## config.mk

```make
export PLATFORM = sky130hd
export DESIGN_NAME = pwr_shutdown_seq
export DESIGN_NICKNAME = d
export VERILOG_FILES = /design/src/rtl/pwrseq_pkg.sv /design/src/rtl/pwrseq_sync.sv /design/src/rtl/pwrseq_fsm.sv /design/src/rtl/pwrseq_gate.sv /design/src/rtl/pwr_shutdown_seq.sv
export SDC_FILE = /design/constraint.sdc
export NUM_CORES = 1
export LEC_CHECK = 0
export BUFFER_PORTS_ARGS = -buffer_cell sky130_fd_sc_hd__buf_2
export CORE_UTILIZATION = 53
export DETAILED_ROUTE_END_ITERATION = 7
export GPL_ROUTABILITY_DRIVEN = 1
export PLACE_DENSITY = 0.8
export RECOVER_POWER = 25
export SYNTH_ARGS = -nofsm -noshare
export SYNTH_HDL_FRONTEND = slang
export SYNTH_SLANG_ARGS = --single-unit
```

## constraint.sdc

```tcl
create_clock -name clk -period 2.15 [get_ports clk]
set_clock_uncertainty 0.2 [all_clocks]
set_input_delay 0.1075 -clock clk [delete_from_list [all_inputs] [get_ports clk]]
set_output_delay 0.1075 -clock clk [all_outputs]
set_load 0.05 [all_outputs]
```

## src/rtl/pwrseq_pkg.sv

```systemverilog
package pwrseq_pkg;

  typedef enum logic [2:0] {
    ST_RUN     = 3'd0,
    ST_WARN    = 3'd1,
    ST_DRAIN   = 3'd2,
    ST_RESET   = 3'd3,
    ST_HOLDOFF = 3'd4
  } pseq_state_e;

  function automatic int max3(input int a, input int b, input int c);
    int m;
    m = (a > b) ? a : b;
    return (m > c) ? m : c;
  endfunction

endpackage

```

## src/rtl/pwrseq_sync.sv

```systemverilog
module pwrseq_sync #(
  parameter int W      = 2,
  parameter int STAGES = 2
) (
  input  logic         clk,
  input  logic         rst_n,
  input  logic [W-1:0] d,
  output logic [W-1:0] q
);

  logic [W-1:0] stg [STAGES];

  generate
    for (genvar i = 0; i < STAGES; i++) begin : g_stage
      if (i == 0) begin : g_first
        always_ff @(posedge clk or negedge rst_n) begin
          if (!rst_n) stg[i] <= '0;
          else        stg[i] <= d;
        end
      end else begin : g_next
        always_ff @(posedge clk or negedge rst_n) begin
          if (!rst_n) stg[i] <= '0;
          else        stg[i] <= stg[i-1];
        end
      end
    end
  endgenerate

  assign q = stg[STAGES-1];

endmodule

```

## src/rtl/pwrseq_fsm.sv

```systemverilog
module pwrseq_fsm
  import pwrseq_pkg::*;
#(
  parameter int WARN_MIN  = 8,
  parameter int DRAIN_TMO = 16,
  parameter int HOLD_CYC  = 20,
  parameter int CW        = 5
) (
  input  logic        clk,
  input  logic        rst_n,
  input  logic        warn_s,
  input  logic        low_s,
  input  logic        wr_busy,
  output pseq_state_e state_q
);

  localparam logic [CW-1:0] WARN_LAST  = CW'(WARN_MIN - 1);
  localparam logic [CW-1:0] DRAIN_LAST = CW'(DRAIN_TMO - 1);
  localparam logic [CW-1:0] HOLD_LAST  = CW'(HOLD_CYC - 1);

  pseq_state_e   st_nx;
  logic [CW-1:0] cnt_q, cnt_nx;
  logic          seen_q, seen_nx;
  logic          low_any;

  assign low_any = seen_q | low_s;

  always_comb begin
    st_nx   = state_q;
    cnt_nx  = cnt_q;
    seen_nx = seen_q;
    case (state_q)
      ST_RUN: begin
        if (warn_s || low_s) begin
          st_nx   = ST_WARN;
          cnt_nx  = '0;
          seen_nx = low_s;
        end
      end
      ST_WARN: begin
        seen_nx = low_any;
        if (low_any && cnt_q == WARN_LAST) begin
          st_nx   = ST_DRAIN;
          cnt_nx  = '0;
          seen_nx = 1'b0;
        end else if (!warn_s && !low_any) begin
          st_nx = ST_RUN;
        end else if (cnt_q != WARN_LAST) begin
          cnt_nx = cnt_q + 1'b1;
        end
      end
      ST_DRAIN: begin
        if (!wr_busy || cnt_q == DRAIN_LAST) begin
          st_nx  = ST_RESET;
          cnt_nx = '0;
        end else begin
          cnt_nx = cnt_q + 1'b1;
        end
      end
      ST_RESET: begin
        if (!low_s) begin
          st_nx  = ST_HOLDOFF;
          cnt_nx = '0;
        end
      end
      ST_HOLDOFF: begin
        if (low_s) begin
          st_nx  = ST_RESET;
          cnt_nx = '0;
        end else if (cnt_q == HOLD_LAST) begin
          st_nx  = ST_RUN;
          cnt_nx = '0;
        end else begin
          cnt_nx = cnt_q + 1'b1;
        end
      end
      default: begin
        st_nx  = ST_RESET;
        cnt_nx = '0;
      end
    endcase
  end

  always_ff @(posedge clk or negedge rst_n) begin
    if (!rst_n) begin
      state_q <= ST_HOLDOFF;
      cnt_q   <= '0;
      seen_q  <= 1'b0;
    end else begin
      state_q <= st_nx;
      cnt_q   <= cnt_nx;
      seen_q  <= seen_nx;
    end
  end

endmodule

```

## src/rtl/pwrseq_gate.sv

```systemverilog
module pwrseq_gate
  import pwrseq_pkg::*;
#(
  parameter int N_CS = 2
) (
  input  pseq_state_e     state_q,
  input  logic [N_CS-1:0] cs_dec,
  output logic [N_CS-1:0] ram_cs,
  output logic            nmi_req,
  output logic            cpu_rst
);

  logic clamp;

  always_comb begin
    clamp   = (state_q == ST_RESET) || (state_q == ST_HOLDOFF);
    nmi_req = (state_q == ST_WARN)  || (state_q == ST_DRAIN);
  end

  assign cpu_rst = clamp;

  generate
    for (genvar i = 0; i < N_CS; i++) begin : g_cs
      assign ram_cs[i] = cs_dec[i] & ~clamp;
    end
  endgenerate

endmodule

```

## src/rtl/pwr_shutdown_seq.sv

```systemverilog
module pwr_shutdown_seq
  import pwrseq_pkg::*;
#(
  parameter int N_CS        = 2,
  parameter int SYNC_STAGES = 2,
  parameter int WARN_MIN    = 8,
  parameter int DRAIN_TMO   = 16,
  parameter int HOLD_CYC    = 20
) (
  input  logic            clk,
  input  logic            rst_n,
  input  logic            warn_lvl,
  input  logic            low_lvl,
  input  logic            wr_busy,
  input  logic [N_CS-1:0] cs_dec,
  output logic [N_CS-1:0] ram_cs,
  output logic            nmi_req,
  output logic            cpu_rst,
  output logic [2:0]      seq_state
);

  localparam int CNT_MAX = max3(WARN_MIN, DRAIN_TMO, HOLD_CYC);
  localparam int CW      = $clog2(CNT_MAX + 1);

  logic [1:0]  lvl_s;
  logic        warn_s;
  logic        low_s;
  pseq_state_e state_q;

  pwrseq_sync #(.W(2), .STAGES(SYNC_STAGES)) u_sync (
    .clk   (clk),
    .rst_n (rst_n),
    .d     ({low_lvl, warn_lvl}),
    .q     (lvl_s)
  );

  assign warn_s = lvl_s[0];
  assign low_s  = lvl_s[1];

  pwrseq_fsm #(
    .WARN_MIN  (WARN_MIN),
    .DRAIN_TMO (DRAIN_TMO),
    .HOLD_CYC  (HOLD_CYC),
    .CW        (CW)
  ) u_fsm (
    .clk     (clk),
    .rst_n   (rst_n),
    .warn_s  (warn_s),
    .low_s   (low_s),
    .wr_busy (wr_busy),
    .state_q (state_q)
  );

  pwrseq_gate #(.N_CS(N_CS)) u_gate (
    .state_q (state_q),
    .cs_dec  (cs_dec),
    .ram_cs  (ram_cs),
    .nmi_req (nmi_req),
    .cpu_rst (cpu_rst)
  );

  assign seq_state = state_q;

endmodule

```

==> results of run 1 <==
==> per-layer routing <==
layer	global-route usage, %	part of all wire (%)
met3	6.96	5.7
met5	0	0
met4	9.03	2.5
met1	29.1	40
met2	42.5	52
==> final cells by class <==
type	instances	area, um2
repair buffers	31	211
flip-flops and latches	13	328
multi-input cells	62	498
fillers	96	387
well taps	16	20.0
inverters	5	18.8
clock buffers	4	26.3
==> through the flow <==
step                std cells  TNS (ns)  hold WS (ns)  setup slack (ns)
finish                    131         0         0.154            0.0260
CTS                       122         0        0.0326           0.00194
global route              131    -0.107         0.161           -0.0853
detailed placement        115         0        -0.194            0.0470
floorplan                  83         0        -0.388            0.0253
global placement          115         0        -0.193             0.109
==> what timing repair did <==
action / CTS / global route
setup buffers: 0 / 9
endpoints found under the hold margin: 15 / 0
resized for setup: 0 / 5
hold buffers: 3 / 0
setup endpoints to repair: 0 / 9
==> sequential cells by signal, indices dropped and copies added, names as in the netlist <==
register and cells:
u_sync.q 2, u_sync.stg 2, u_fsm.state_q 3, u_fsm.seen_q 1, u_fsm.cnt_q 5
==> cell usage after synthesis (all sizes together) <==
cell / n
dfstp: 1
and2: 2
o311ai: 4
dfrtp: 12
xnor2: 1
nor4: 2
nor3b: 1
ha: 2
a21o: 1
o21ai: 12
a2111oi: 2
a21boi: 1
nor2: 3
a22oi: 1
nand2: 3
clkbuf: 2
o211ai: 3
nand2b: 3
and4bb: 1
o311a: 1
a21oi: 2
mux2: 2
o211a: 1
or2: 3
and3: 1
buf: 1
nand3: 2
or3: 1
or4: 1
inv: 5
a31oi: 1
a2bb2oi: 1
o21a: 1
nor2b: 3
==> cell usage in the layout (no fill, tap or decap), drive strengths merged <==
cell type	instances
o211ai	3
mux2	2
a21boi	1
a21o	1
or3	1
or2	3
xnor2	1
nand2	3
nor2	3
o21ai	12
and4bb	1
or4	1
and3	1
nor3b	1
dfrtp	12
o211a	1
o311ai	4
a31oi	1
a21oi	2
dlygate4sd3	3
nor4	2
dfstp	1
o21a	1
clkbuf	7
a2111oi	2
nand3	2
nor2b	3
ha	2
a22oi	1
and2	2
o311a	1
buf	25
a2bb2oi	1
inv	5
nand2b	3
==> worst paths after layout <==
kind,slack [ns],to
max in group asynchronous,1.09,u_fsm.state_q[0]
max reg2reg,0.03,u_fsm.state_q[1]
min,0.15,u_sync.q[1]
min in group asynchronous,0.17,u_fsm.cnt_q[2]
max,0.03,u_fsm.state_q[1]
min reg2reg,0.15,u_sync.q[1]
==> logic make-up (layout without fill, tap and decap cells) <==
logic type	Yosys count	count (layout)
AO/OA/AOI/OAI	31	31
XOR/XNOR	1	1
adder cells (fa/ha/maj)	2	2
buffers and inverters	8	40
flip-flops	13	13
multiplexers	2	2
AND/OR/NAND/NOR	26	26
==> critical path, stage by stage, from the launching register on <==
cell and delay (ns):
dfrtp_1 0.40, ha_2 0.21, and3_1 0.16, ha_1 0.21
nor4_4 0.26, buf_4 0.21, a2111oi_4 0.04, mux2_4 0.31
==> report_power, final <==
group / switching (mW) / internal, mW
clock: 0.0759 / 0.0720
sequential: 0.0649 / 0.308
combinational: 0.569 / 0.408
total: 0.710 / 0.788
==> key figures, run 1 <==
STA
  • Max-slew violations: 0
  • Final Hold Fails: 0
  • Worst Max-Slew Pin Slew: a little under 0.7 ns
  • Final setup vio count: 0
  • Fmax: between 0.4 and 0.5 GHz
  • Post-route minimum period: about 2.1 ns
  • Final period utilization: 98.8%
  • Slew margin rel.: between 50% and 60%

Worst hold path
  • Hold-critical path depth: 0
  • Hold path startpoint: u_sync.stg[3]
  • Worst hold path type: flop to flop

Synth
  • Synth area leaders: dfrtp_1, o21ai_0, dfstp_2, o311ai_0, ha_1
  • Post-synthesis sequential area ratio: 38.8%
  • Post-synthesis mux area share: 3.13%
  • Yosys reg bits: 13
  • Synth warn: 0
  • Syn nets: 92
  • Top cell type's share of synthesized area: between 30 and 40%
  • Avg Inst Size Synth: between 10 and 15 um2
  • Compound-Gate Fraction of Synth Area: 29.8%
  • Unique masters post-synth: 40
  • Synthesized area: between 800 and 900 um2
  • Post-synthesis adder-cell area fraction: under 10%
  • Syn Inst Count: 83
  • Largest family of logic cells by synthesized area: compound AO/OA/AOI/OAI gates
  • XOR/XNOR Fraction of Synth Area: roughly 1.0%
  • Simple-gate share of the synthesized area: 20.5%
  • Top cell type by total area after synthesis: dfrtp_1

Placement
  • I/O Buffers: 13
  • Placement Cell Area: about 960 um2
  • RD Place Congestion: ~0.77
  • DP Wirelength: between 1000 and 1500 um

Global route
  • Initial antenna violation count: 0
  • Vias in the first global route: around 730
  • Global-route wire length before repair: 3230 um
  • Gr usage total: roughly a quarter
  • GR Overflow Total: 0
  • Largest net degree at the start of global routing: 14

Run status
  • Status: completed

Worst setup path
  • Setup crit start: u_fsm.cnt_q[1]
  • CP Launch Type: flop
  • WS Path Type: flop to flop
  • CP required: around 2.1 ns
  • Worst setup EP type: flop
  • Crit path max fanout: 4
  • Crit path DAT: between 2 and 2.5 ns
  • Reg2reg start: u_fsm.cnt_q[1]
  • FF-to-FF path depth: 7

Routing
  • Wire per inst: 16.2 um
  • First-pass iteration count of the detailed router: 4
  • Residual DRC: 0
  • Post-route ant nets: 0
  • Initial drt markers: 21
  • Vias per inst: between 6 and 7
  • Total number of vias: 808
  • Routed wire length: around 2100 um

Clock tree
  • Max Buffers Root-to-Sink: 2
  • CTS tree: done
  • Num CTS Buffers: 3
  • Clock sinks: 13
  • Clock-pin slew on the worst setup and hold paths: approximately 0.08 ns
  • Root buf cell: clkbuf_4
  • Clock Latency Late Sink: 0.28 ns
  • H-tree levels: 1

Floorplanning
  • Chip Height: 41.8 um
  • Num rows: 14
  • # IOs: 14
  • Core footprint: roughly 1500 um2
  • Starting density of the core: 56.5%
  • Die width: 41.8 um
  • Die ar.: 1750 um2

Pwr
  • Pwr per Cell Area: ~1400 nW/um2
  • Total power: around 1.5 mW
  • Lkg Pwr: between 0.4 and 0.5 nW
  • Peak VDD IR: around 850 uV

Final layout
  • Synthesis-to-finish area growth: 31.1%
  • Final-stage net count: about 130
  • Layout cells sized above 1: 39.1%
  • N_diodes: 0
  • Final core utilization: 74.0%
  • Post-route cell area: around 1100 um2

Run
  • Max Cap Violations: 0
(Power assumes the default switching activity.)
==> inputs of run 2 (changes only) <==
- BUFFER_PORTS_ARGS: -buffer_cell sky130_fd_sc_hd__buf_2 -> default
- CORE_UTILIZATION: 53 -> 60
- DONT_BUFFER_PORTS: default -> 1
==> key figures, run 2 (same netlist as run 1, synthesis figures left out) <==
Routing
  • Total number of vias: 738 (-8.7%)
  • First-pass iteration count of the detailed router: 4 (unchanged)
  • Residual DRC: 0 (unchanged)
  • Post-route ant nets: 0 (unchanged)
  • Vias per inst: 6.42 (+4.0%)
  • Initial drt markers: 22 (+4.8%)
  • Wire per inst: 18.4 um (+13%)
  • Routed wire length: 2110 um (-0.66%)

STA
  • Setup TNS: 0 ns (unchanged)
  • Fmax: 0.471 GHz (about the same)
  • Setup ws final: 0.0277 ns (+0.00168 ns)
  • Max-slew violations: 0 (unchanged)
  • Final setup vio count: 0 (unchanged)
  • Final period utilization: 98.7% (about the same)
  • Minimum hold slack: 0.0599 ns (-0.0942 ns)
  • Post-route minimum period: 2.12 ns (-0.00168 ns)
  • Slew margin rel.: 59.7% (+5.5 points)
  • Worst Max-Slew Pin Slew: 0.602 ns (-0.0843 ns)
  • RSZ-0062 raised after global routing: yes
  • Final Hold Fails: 0 (unchanged)

Clock tree
  • Clock Latency Late Sink: 0.28 ns (about the same)
  • Clock sinks: 13 (unchanged)
  • CTS tree: done
  • Root buf cell: clkbuf_4
  • Num CTS Buffers: 3 (unchanged)
  • Clock-pin slew on the worst setup and hold paths: 0.09 ns (about the same)
  • Max Buffers Root-to-Sink: 2 (unchanged)
  • H-tree levels: 1 (unchanged)

Global route
  • Vias in the first global route: 707 (-3.7%)
  • GR Overflow Total: 0 (unchanged)
  • Global-route wire length before repair: 3190 um (-1.3%)
  • Gr usage total: 32.2% (+7.5 points)
  • Initial antenna violation count: 0 (unchanged)
  • Largest net degree at the start of global routing: 14 (unchanged)

Worst hold path
  • Worst hold path type: primary input to async pin

Worst setup path
  • Worst setup EP type: flop
  • Worst stage delay on the critical path: 0.43 ns (+0.03 ns)
  • Crit. path cell count: 7 (unchanged)
  • FF-to-FF path depth: 7 (unchanged)
  • Critical-path top delay cell: dfrtp_1
  • Crit path DAT: 2.09 ns (about the same)
  • Cell Chain, Critical Path: ha_4 > and3_4 > ha_4 > nor4_4 > buf_4 > a2111oi_4 > mux2_4
  • Worst Path Buf+Inv: 1 (unchanged)
  • R2R Setup Slk: 0.03 ns (about the same)
  • Setup crit start: u_fsm.cnt_q[0]
  • Reg2Reg Capture Point: u_fsm.state_q[1]
  • Delay-heaviest family, CP: flip-flops
  • Most numerous cell on the critical path: ha_4
  • Crit path to: u_fsm.state_q[1]
  • CP required: 2.12 ns (about the same)
  • Crit path max fanout: 5 (+1)
  • Reg2reg start: u_fsm.cnt_q[0]
  • WS Path Type: flop to flop
  • CP Launch Type: flop

Floorplanning
  • Die width: 39.4 um (-5.7%)
  • Core footprint: 1300 um2 (-13%)
  • Starting density of the core: 64.6% (+8.1 points)
  • Num rows: 13 (-1)
  • Die ar.: 1560 um2 (-11%)
  • Chip Height: 39.4 um (-5.7%)
  • # IOs: 14 (unchanged)

Final layout
  • Top reg by flops: u_fsm.cnt_q
  • Most frequent cells in the layout: o21ai_0, buf_4, dfrtp_1, inv_1
  • Largest regs: u_fsm.cnt_q (5), u_fsm.state_q (3)
  • Layout cells sized above 1: 35.0% (-4.1 points)
  • Reg area: 328 um2 (unchanged)
  • Max FFs per register: 5 (unchanged)
  • Final-stage net count: 110 (-12%)
  • Multi-input gate area: 531 um2 (+6.5%)
  • Fill count: 75 (-22%)
  • Non-filler cells in the finished layout: 115 (-12%)
  • N_diodes: 0 (unchanged)
  • Synthesis-to-finish area growth: 26.5%

Placement
  • Inst Count DP: 106 (-7.8%)
  • DP Wirelength: 1350 um (-4.6%)
  • RD Place Congestion: 0.795 (+3.2%)
  • Dpl ws: 0.0555 ns (+0.00847 ns)
  • I/O Buffers: 0 (-13)

Run
  • Max Cap Violations: 0 (unchanged)

Pwr
  • Pwr per Cell Area: 1400 nW/um2 (+3.3%)
  • Lkg Pwr: 0.436 nW (-11%)
  • Peak VDD IR: 982 uV (+16%)

Run status
  • Status: completed
[run 2: cell count changes in the layout (fill, tap and decap cells not counted), sizes merged]
cell / change
clkinv: +1
clkbuf: -4
buf: -12
[run 2: metal layers]
metal  track usage (%)  share of wire [%]
met1              39.1                 42
met2              54.1                 51
met3              5.68                4.3
met4              15.5                2.0
met5                 0                  0
[run 2: layout make-up]
cell class | count | area share [%]
well taps | 15 | 1.76
inverters | 5 | 1.76
clock inverters | 1 | 0.471
multi-input cells | 62 | 49.9
clock buffers | 3 | 2.12
flip-flops and latches | 13 | 30.8
repair buffers | 16 | 13.2
[run 2: how the worst min path moves through the flow]
stage                from              to  slack (ns)
detailed placement  rst_n  u_fsm.cnt_q[2]       -0.39
CTS                 rst_n  u_fsm.cnt_q[2]        0.08
global route        rst_n  u_fsm.cnt_q[2]        0.11
finish              rst_n  u_fsm.cnt_q[4]        0.06
floorplan           rst_n  u_fsm.cnt_q[0]       -0.39
global placement    rst_n  u_fsm.cnt_q[2]       -0.39
[run 2: where the power goes]
| part | leakage, nW | switching [mW] | internal [mW] |
|---|---|---|---|
| combinational | 0.261 | 0.539 | 0.394 |
| clock | 0.0177 | 0.0887 | 0.0691 |
| sequential | 0.157 | 0.0941 | 0.309 |
[run 2: metrics by stage]
step / power, mW / util (%) / area (um2)
5_1_grt: 1.59 / 81.7 / 1060
3_5_place_dp: 1.26 / 72.4 / 942
6_report: 1.49 / 81.7 / 1060
3_3_place_gp: 1.24 / 72.4 / 942
2_1_floorplan: 1.00 / - / 841
4_1_cts: 1.46 / 77.9 / 1010
[run 2: timing repair]
item                                   CTS  global route
gates resized for setup                  2             7
setup endpoints to repair                2             9
endpoints found under the hold margin   15             0
hold buffers                             3             0
buffers inserted                         0             2
pin swaps                                1             4
==> inputs of run 3 (changes only) <==
- PLACE_DENSITY: 0.8 -> 0.76
==> key figures, run 3 (same netlist as run 1, synthesis figures left out) <==
Worst setup path
  • Crit path max fanout: 6 (+1)
  • Crit path DAT: 2.11 ns (+0.02 ns)
  • CP required: 2.11 ns (about the same)
  • Worst setup EP type: flop
  • R2R Setup Slk: -0.0003 ns (-0.03 ns)
  • WS Path Type: flop to flop
  • CP Launch Type: flop

Routing
  • Met3 routed WL: 168 um (+87%)
  • Top sig layer: met4
  • Initial drt markers: 23 (+4.5%)
  • Routed wire length: 2100 um (-0.62%)
  • Vias per inst: 7.05 (+9.9%)
  • Wire per inst: 18.3 um (-0.62%)
  • Total number of vias: 811 (+9.9%)
  • Post-route ant nets: 0 (unchanged)
  • DR WL met2: 1030 um (-5.1%)
  • First-pass iteration count of the detailed router: 4 (unchanged)
  • Post-Route M1 WL: 825 um (-7.9%)
  • Residual DRC: 0 (unchanged)

Final layout
  • Top reg by flops: u_fsm.cnt_q
  • Most frequent cells in the layout: o21ai_0, buf_4, dfrtp_1, inv_1
  • Synthesis-to-finish area growth: 24.4%
  • Largest regs: u_fsm.cnt_q (5), u_fsm.state_q (3)
  • Final core utilization: 80.4% (-1.3 points)
  • Fill count: 76 (+1.3%)
  • Layout cells sized above 1: 32.0% (-3.0 points)
  • Multi-input gate area: 509 um2 (-4.0%)
  • Reg area: 328 um2 (unchanged)
  • Final-stage net count: 110 (unchanged)
  • N_diodes: 0 (unchanged)
  • Max FFs per register: 5 (unchanged)

Placement
  • DP Wirelength: 1420 um (+5.3%)
  • I/O Buffers: 0 (unchanged)
  • RD Place Congestion: 0.815 (+2.5%)

STA
  • Max-slew violations: 0 (unchanged)
  • Post-route minimum period: 2.15 ns (+0.0280 ns)
  • Slew margin rel.: 60.8% (+1.0 points)
  • Fmax: 0.465 GHz (-1.3%)
  • Final Hold Fails: 0 (unchanged)
  • Final period utilization: 100% (+1.3 points)
  • Final setup vio count: 1 (+1)
  • Setup ws final: -0.000307 ns (-0.0280 ns)
  • Worst Max-Slew Pin Slew: 0.587 ns (-0.0156 ns)
  • Minimum hold slack: 0.0650 ns (+0.00508 ns)

Clock tree
  • Root buf cell: clkbuf_4
  • H-tree levels: 1 (unchanged)
  • Clock sinks: 13 (unchanged)
  • Num CTS Buffers: 3 (unchanged)
  • Clock-pin slew on the worst setup and hold paths: 0.08 ns (about the same)
  • Max Buffers Root-to-Sink: 2 (unchanged)
  • Clock Latency Late Sink: 0.27 ns (about the same)
  • CTS tree: done

Floorplanning
  • Die width: 39.4 um (unchanged)
  • Starting density of the core: 64.6% (unchanged)
  • Core footprint: 1300 um2 (unchanged)
  • Num rows: 13 (unchanged)
  • Die ar.: 1560 um2 (unchanged)
  • Chip Height: 39.4 um (unchanged)
  • # IOs: 14 (unchanged)

Pwr
  • Peak VDD IR: 813 uV (-17%)
  • Pwr per Cell Area: 1450 nW/um2 (+3.6%)
  • Lkg Pwr: 0.437 nW (+0.34%)

Global route
  • GR Overflow Total: 0 (unchanged)
  • Global-route wire length before repair: 2840 um (-11%)
  • Largest net degree at the start of global routing: 16 (+2)
  • Gr usage total: 28.6% (-3.6 points)
  • Initial antenna violation count: 0 (unchanged)
  • Vias in the first global route: 604 (-15%)

Worst hold path
  • Worst hold path type: primary input to async pin

Run status
  • Failing checks: negative setup slack
  • Status: finished, violations left

Run
  • Max Cap Violations: 0 (unchanged)
[run 3: layer usage]
| layer | vias to the layer above | GRT usage, % |
|---|---|---|
| met2 | 59 | 46.7 |
| met4 | 0 | 10.3 |
| met1 | 387 | 37.3 |
| met3 | 14 | 5.11 |
| met5 | - | 0 |
| li1 | 351 | - |
[run 3: area by class of cell]
cell class / instances / area share, %
multi-input cells: 62 / 48.7
repair buffers: 16 / 13.8
flip-flops and latches: 13 / 31.3
clock buffers: 3 / 2.15
inverters: 5 / 1.79
well taps: 15 / 1.79
clock inverters: 1 / 0.478
[run 3: where the power goes]
| part | leakage (nW) | internal, mW | total, mW | switching (mW) |
|---|---|---|---|---|
| clock network | 0.0177 | 0.0689 | 0.152 | 0.0826 |
| registers | 0.157 | 0.309 | 0.396 | 0.0873 |
| logic | 0.262 | 0.412 | 0.974 | 0.562 |
[run 3: critical path, stage by stage, from the launching register on]
cell and delay (ns):
dfrtp_1 0.41, ha_2 0.23, and4bb_2 0.34, a21boi_2 0.14, a2111oi_4 0.38, mux2_4 0.34
[run 3: per-stage QoR]
stage	area, um2	TNS (ns)	std cells	total power [mW]	setup WS (ns)
floorplan	841	0	83	1.00	0.0253
detailed placement	950	0	107	1.28	0.0503
CTS	1010	0	114	1.44	0.00936
finish	1050	-0.000307	115	1.52	-0.000307
global placement	950	0	107	1.25	0.108
global route	1050	-0.155	115	1.60	-0.0621
[run 3: worst paths after layout]
kind / startpoint / depth (start not counted) / endpoint
worst max-delay path: u_fsm.cnt_q[0] / 5 / u_fsm.state_q[1]
worst min-delay path: rst_n / 1 / u_fsm.cnt_q[2]
worst max register to register: u_fsm.cnt_q[0] / 5 / u_fsm.state_q[1]
worst min register to register: u_sync.stg[2] / 0 / u_sync.q[0]
max in group asynchronous: rst_n / 1 / u_fsm.state_q[0]
min in group clk: u_sync.stg[2] / 0 / u_sync.q[0]
[run 3: repair_timing]
action                                  in CTS  in global routing
endpoints found under the setup margin       0                  9
endpoints found under the hold margin       15                  0
hold buffers                                 3                  0
gates resized for setup                      0                  8
setup buffers                                0                  1
